### src/rtl/card_seq_pkg.sv
package card_seq_pkg;
   typedef enum logic [1:0] {
      SEQ_IDLE = 2'd0,
      SEQ_RAMP = 2'd1,
      SEQ_LIVE = 2'd2,
      SEQ_DOWN = 2'd3
   } seq_state_e;

   function automatic int step_width(input int t_cyc);
      return $clog2(4 * t_cyc + 1);
   endfunction
endpackage

### src/rtl/card_slot_seq.sv
module card_slot_seq
   import card_seq_pkg::*;
#(
   parameter int T_CYC = 64,
   localparam int CW = step_width(T_CYC)
) (
   input  logic          clk,
   input  logic          rst_n,
   input  logic          start_req,
   input  logic          present,
   input  logic          fault_oc,
   input  logic          sup_ok,
   input  logic          overheat,
   output seq_state_e    state,
   output logic [CW-1:0] cnt,
   output logic [CW-1:0] reach,
   output logic          start_clr,
   output logic          evt_prot,
   output logic          evt_pres
);
   localparam logic [CW-1:0] L_RAMP_END = CW'(4 * T_CYC - 1);
   localparam logic [CW-1:0] L_DOWN_END = CW'(7 * T_CYC / 2 - 1);
   localparam logic [CW-1:0] L_FULL     = CW'(4 * T_CYC);

   logic go_ok, local_trip, global_trip, in_sess, stop;

   assign go_ok       = start_req & present & sup_ok & ~overheat & ~fault_oc;
   assign local_trip  = fault_oc | ~present;
   assign global_trip = overheat | ~sup_ok;
   assign in_sess     = (state == SEQ_RAMP) || (state == SEQ_LIVE);
   assign stop        = in_sess & (~start_req | local_trip | global_trip);

   always_ff @(posedge clk or negedge rst_n) begin
      if (!rst_n) begin
         state     <= SEQ_IDLE;
         cnt       <= '0;
         reach     <= '0;
         start_clr <= 1'b0;
         evt_prot  <= 1'b0;
         evt_pres  <= 1'b0;
      end else begin
         start_clr <= 1'b0;
         evt_prot  <= 1'b0;
         evt_pres  <= 1'b0;
         if (stop) begin
            state     <= SEQ_DOWN;
            cnt       <= '0;
            reach     <= (state == SEQ_LIVE) ? L_FULL : cnt;
            start_clr <= local_trip | global_trip;
            evt_prot  <= fault_oc | overheat;
            evt_pres  <= ~present;
         end else begin
            unique case (state)
               SEQ_IDLE: if (go_ok) begin
                  state <= SEQ_RAMP;
                  cnt   <= '0;
               end
               SEQ_RAMP: if (cnt == L_RAMP_END) begin
                  state <= SEQ_LIVE;
                  cnt   <= '0;
               end else begin
                  cnt <= cnt + 1'b1;
               end
               SEQ_LIVE: cnt <= '0;
               SEQ_DOWN: if (cnt == L_DOWN_END) begin
                  state <= SEQ_IDLE;
                  cnt   <= '0;
               end else begin
                  cnt <= cnt + 1'b1;
               end
               default: state <= SEQ_IDLE;
            endcase
         end
      end
   end
endmodule

### src/rtl/card_contact_map.sv
module card_contact_map
   import card_seq_pkg::*;
#(
   parameter int T_CYC = 64,
   localparam int CW = step_width(T_CYC)
) (
   input  seq_state_e    state,
   input  logic [CW-1:0] cnt,
   input  logic [CW-1:0] reach,
   output logic          vcc_en,
   output logic          io_en,
   output logic          clk_en,
   output logic          rst_en,
   output logic          clamp,
   output logic          active
);
   localparam logic [CW-1:0] L_VCC_ON  = CW'(3 * T_CYC / 2);
   localparam logic [CW-1:0] L_IO_ON   = CW'(7 * T_CYC / 2);
   localparam logic [CW-1:0] L_FULL    = CW'(4 * T_CYC);
   localparam logic [CW-1:0] L_CLK_OFF = CW'(T_CYC / 2);
   localparam logic [CW-1:0] L_IO_OFF  = CW'(T_CYC);
   localparam logic [CW-1:0] L_VCC_OFF = CW'(3 * T_CYC / 2);

   logic ramp, live, down;

   assign ramp = (state == SEQ_RAMP);
   assign live = (state == SEQ_LIVE);
   assign down = (state == SEQ_DOWN);

   always_comb begin
      vcc_en = live | (ramp & (cnt >= L_VCC_ON))
                    | (down & (reach >= L_VCC_ON) & (cnt < L_VCC_OFF));
      io_en  = live | (ramp & (cnt >= L_IO_ON))
                    | (down & (reach >= L_IO_ON) & (cnt < L_IO_OFF));
      clk_en = live | (down & (reach >= L_FULL) & (cnt < L_CLK_OFF));
      rst_en = live;
      clamp  = (state == SEQ_IDLE);
      active = ~clamp;
   end
endmodule

### src/rtl/card_conv_share.sv
module card_conv_share #(
   parameter int NSLOT = 2
) (
   input  logic [NSLOT-1:0] in_session,
   output logic             conv_en
);
   generate
      if (NSLOT == 1) begin : g_single
         assign conv_en = in_session[0];
      end else begin : g_multi
         assign conv_en = |in_session;
      end
   endgenerate
endmodule

### src/rtl/card_pwr_seq.sv
module card_pwr_seq #(
   parameter int NSLOT = 2,
   parameter int T_CYC = 64
) (
   input  logic             clk,
   input  logic             rst_n,
   input  logic [NSLOT-1:0] start_req,
   input  logic [NSLOT-1:0] present,
   input  logic [NSLOT-1:0] fault_oc,
   input  logic             sup_ok,
   input  logic             overheat,
   output logic             conv_en,
   output logic [NSLOT-1:0] vcc_en,
   output logic [NSLOT-1:0] io_en,
   output logic [NSLOT-1:0] clk_en,
   output logic [NSLOT-1:0] rst_en,
   output logic [NSLOT-1:0] clamp,
   output logic [NSLOT-1:0] active,
   output logic [NSLOT-1:0] start_clr,
   output logic [NSLOT-1:0] evt_prot,
   output logic [NSLOT-1:0] evt_pres
);
   localparam int CW = card_seq_pkg::step_width(T_CYC);

   generate
      if (NSLOT < 1) begin : g_bad_nslot
         $error("card_pwr_seq: NSLOT must be at least 1");
      end
      if ((T_CYC < 4) || (T_CYC % 2 != 0)) begin : g_bad_tcyc
         $error("card_pwr_seq: T_CYC must be even and at least 4");
      end
   endgenerate

   generate
      for (genvar s = 0; s < NSLOT; s++) begin : g_slot
         card_seq_pkg::seq_state_e st;
         logic [CW-1:0] cnt, reach;

         card_slot_seq #(.T_CYC(T_CYC)) u_seq (
            .clk       (clk),
            .rst_n     (rst_n),
            .start_req (start_req[s]),
            .present   (present[s]),
            .fault_oc  (fault_oc[s]),
            .sup_ok    (sup_ok),
            .overheat  (overheat),
            .state     (st),
            .cnt       (cnt),
            .reach     (reach),
            .start_clr (start_clr[s]),
            .evt_prot  (evt_prot[s]),
            .evt_pres  (evt_pres[s])
         );

         card_contact_map #(.T_CYC(T_CYC)) u_map (
            .state  (st),
            .cnt    (cnt),
            .reach  (reach),
            .vcc_en (vcc_en[s]),
            .io_en  (io_en[s]),
            .clk_en (clk_en[s]),
            .rst_en (rst_en[s]),
            .clamp  (clamp[s]),
            .active (active[s])
         );
      end
   endgenerate

   card_conv_share #(.NSLOT(NSLOT)) u_conv (
      .in_session (active),
      .conv_en    (conv_en)
   );
endmodule

### config.mk
export PLATFORM = sky130hd
export DESIGN_NAME = card_pwr_seq
export DESIGN_NICKNAME = d
export VERILOG_FILES = /design/src/rtl/card_seq_pkg.sv /design/src/rtl/card_slot_seq.sv /design/src/rtl/card_contact_map.sv /design/src/rtl/card_conv_share.sv /design/src/rtl/card_pwr_seq.sv
export SDC_FILE = /design/constraint.sdc
export NUM_CORES = 1
export LEC_CHECK = 0
export CAP_MARGIN = 20
export CORE_AREA = 2 2 82 84
export CTS_CLUSTER_SIZE = 16
export DETAILED_ROUTE_END_ITERATION = 6
export DIE_AREA = 0 0 84 86
export RECOVER_POWER = 100
export SLEW_MARGIN = 40
export SYNTH_ARGS = -nofsm -noshare
export SYNTH_HDL_FRONTEND = slang
export SYNTH_SLANG_ARGS = --single-unit
### constraint.sdc
create_clock -name clk -period 6.8 [get_ports clk]
set_input_delay 1.36 -clock clk [delete_from_list [all_inputs] [get_ports clk]]
set_output_delay 1.36 -clock clk [all_outputs]
set_load 0.01 [all_outputs]
==> metrics <==
post-synthesis cell area=2450 µm²; pre-CTS WS=3.519 ns; routability cong.=0.7903; Ys Warns=0; mux share of post-synthesis cell area=0.01328; Num Clock Sinks=36; drt first-iter violations=100; clk buf depth=2; # H-tree levels=2; GRT Resource Usage Total=0.1543; delay-heaviest family, CP=buffers and inverters; GRT busiest layer=met2; CP Data Arrival Time=2.10 ns; most used flip-flop cell after synthesis=dfrtp_1; via count=between 1500 and 2000; Hold Fails Final Rpt=0; area of the multi-input gates=1296 µm²; commonest non-fill, non-tap cells in the layout=dfrtp_1 (36), nand2_1 (30), nor2_1 (25); fraction of layout cells with a size suffix above 1=0.05556; most common cell after layout, fill and taps aside=dfrtp_1; grt ovf=0; detailed-route DRC error count=0; synthesized-area fraction occupied by adder cells=0.08172; Post-CTS Resized=0; Post-DP HPWL=3909 µm; unrepaired setup endpoints after global routing=no; Die Height=around 86 µm; Final WS setup=3.338 ns; remaining antenna violation count=0; CP max-delay cell=dlygate4sd3_1; crit start category=register; Setup Total Neg Slack=0 ns; 1st-pass router iterations=4; post-CTS setup buffers=0; FFs w/ async S/R, synth=1.000; # placed instances=357; Buffers on Ports=28; final cell count without fillers=365; Mapped Nets=302; met2 GRT Util=0.2407; library cells used by synthesis=49; CP Cell Sequence=ha_1 > nand2_1 > nor2_1 > a221o_1 > dlygate4sd3_1; VDD IR-drop max=0.1736 mV; number of global-route vias before repair=a little under 2000; WL/cell=14.55 µm; XOR/XNOR share of the synthesized area=0; CTS root buf=clkbuf_8; Final Util=0.4359; Layout Area Growth over Synthesis=11.70%; Worst Hold Class=register to register; clock-pin slew on the worst setup and hold paths=roughly 0.07 ns; largest net degree at the start of global routing=37; sequential-to-total area share from yosys stat=0.3677; max incr delay on CP=0.60 ns; main combinational cell family by area after synthesis=simple AND/OR/NAND/NOR gates; cell area power density=348.3 nW/µm²; CTS tree=yes; Hold Slack=0.5052 ns; diodes inserted=0; Slew headroom=-0.3479; Clk Latency, worst-skew pair=approximately 0.29 ns; CP required=5.44 ns; clock skew=roughly 0.0054 ns; Worst Setup End Kind=output pin; top-level port count=29; minimum clock period=3.462 ns; crit-path max FO=6; Pleak=1.199 nW; vias per inst=5.466; Syn Inst Count=276; Synth Register Bits=36; Final setup viols=0; Avg Cell Area, Syn=8.876 µm²; # hold bufs at CTS=0; die area=7224 µm²; site row count=29; Worst Tran Pin Value=just over 2 ns; Post-Route WL=5309 µm; initial antenna violation count=0; core area=between 6000 and 7000 µm²; f_max=288.8 MHz; TritonCTS buffer count=5; met3 Track Usage GR=0.03369; part of the cycle the worst path needs=0.5092; max-cap violation count=1; Global Route met1 Usage=0.2131; failing checks=capacitance limit, slew limit; Chip Width=around 84 µm; initial core utilization=0.3903; Max Transition Viols Final=37; final-layout fill cell count=633; worst setup path class=register to output pin; nets=313; FF+latch area=900.9 µm²; first-pass GRT wire length=9052 µm; outcome=finished, violations left; Worst Path Buf+Inv=1; Compound-Gate Fraction of Synth Area=0.2165; Simple-Gate Fraction of Synth Area=0.2242; Post-synth EDFFs=0
[routing by layer]
layer / share of wire / wire length, µm
met5: 0 / 0
met4: 0.016 / 85
met3: 0.036 / 189
met2: 0.43 / 2271
met1: 0.52 / 2762
[worst paths after layout]
path	startpoint	cells past startpoint	end	slack [ns]
max	g_slot[1].u_seq.state[0]	5	vcc_en[1]	3.34
min	g_slot[1].u_seq.reach[6]	2	g_slot[1].u_seq.reach[6]	0.51
max reg2reg	g_slot[0].u_seq.cnt[0]	9	g_slot[0].u_seq.cnt[7]	3.79
min reg2reg	g_slot[1].u_seq.reach[6]	2	g_slot[1].u_seq.reach[6]	0.51
max in group asynchronous	rst_n	1	g_slot[0].u_seq.reach[6]	4.00
min in group asynchronous	rst_n	1	g_slot[0].u_seq.cnt[2]	1.64
[cell usage after synthesis, types with 2 or more instances]
master      n  area (µm²)
dfrtp_1    36       900.9
nand2_1    30       112.6
nor2_1     25       93.84
inv_1      21       78.83
buf_4      18       135.1
o21ai_0    18       90.09
ha_1       16       200.2
nor3_1     10       50.05
o31ai_1     9       67.56
nand3_1     8       40.04
a22o_1      7       61.31
a221o_1     6       60.06
clkbuf_1    6       22.52
nand2b_1    6       37.54
nand4bb_1   4       45.04
o22ai_1     4       25.02
or2_2       4       25.02
a21oi_1     3       15.01
a22oi_1     3       22.52
and2b_1     3       22.52
a211oi_1    2       15.01
a211oi_2    2       25.02
a311oi_1    2       17.52
a31oi_1     2       12.51
and4bb_2    2       25.02
mux2_2      2       22.52
nor2b_1     2       12.51
nor4_1      2       12.51
o211ai_1    2       15.01
o32ai_1     2       17.52
[cells by family (layout without fill, tap and decap cells)]
| group | Yosys count | after routing |
|---|---|---|
| multiplexers | 3 | 3 |
| AO/OA/AOI/OAI | 72 | 72 |
| AND/OR/NAND/NOR | 104 | 104 |
| flip-flops | 36 | 36 |
| buffers and inverters | 45 | 57 |
| adder cells (fa/ha/maj) | 16 | 16 |
[report_power, final]
part	switching (mW)	internal (mW)	total [mW]
Clock	0.0740	0.0826	0.157
Combinational	0.301	0.211	0.512
Sequential	0.0278	0.256	0.284
[flip-flops by register name, summed over array words and instances (netlist names)]
signal and flops:
g_slot.u_seq.start_clr 2, g_slot.u_seq.evt_pres 2, g_slot.u_seq.state 4, g_slot.u_seq.reach 8, g_slot.u_seq.cnt 18, g_slot.u_seq.evt_prot 2
[worst register-to-register path: cells and delay by family, from the launching register on]
kind	cells	cell delay, ns
buffers and inverters	1	0.07
DFF	1	0.39
adders and majority gates	2	0.35
AOI/OAI and AO/OA	2	0.94
and+or+nand+nor	4	1.16
[layout make-up]
cell class,instances,area share
Multi-Input combinational cell,195,0.4737
Sequential cell,36,0.3292
Timing Repair Buffer,28,0.1001
Tap cell,77,0.03521
Clock buffer,8,0.03292
Inverter,21,0.02881
[metrics by stage]
| stage | power, mW | instance area (µm²) |
|---|---|---|
| finish | 0.9531 | 2736 |
| global route | 1.036 | 2736 |
| CTS | 0.9940 | 2756 |
| detailed placement | 0.8316 | 2666 |
| global placement | 0.8308 | 2664 |
| floorplan | 0.7132 | 2450 |
No activity file was read; power rests on OpenSTA's default activity.
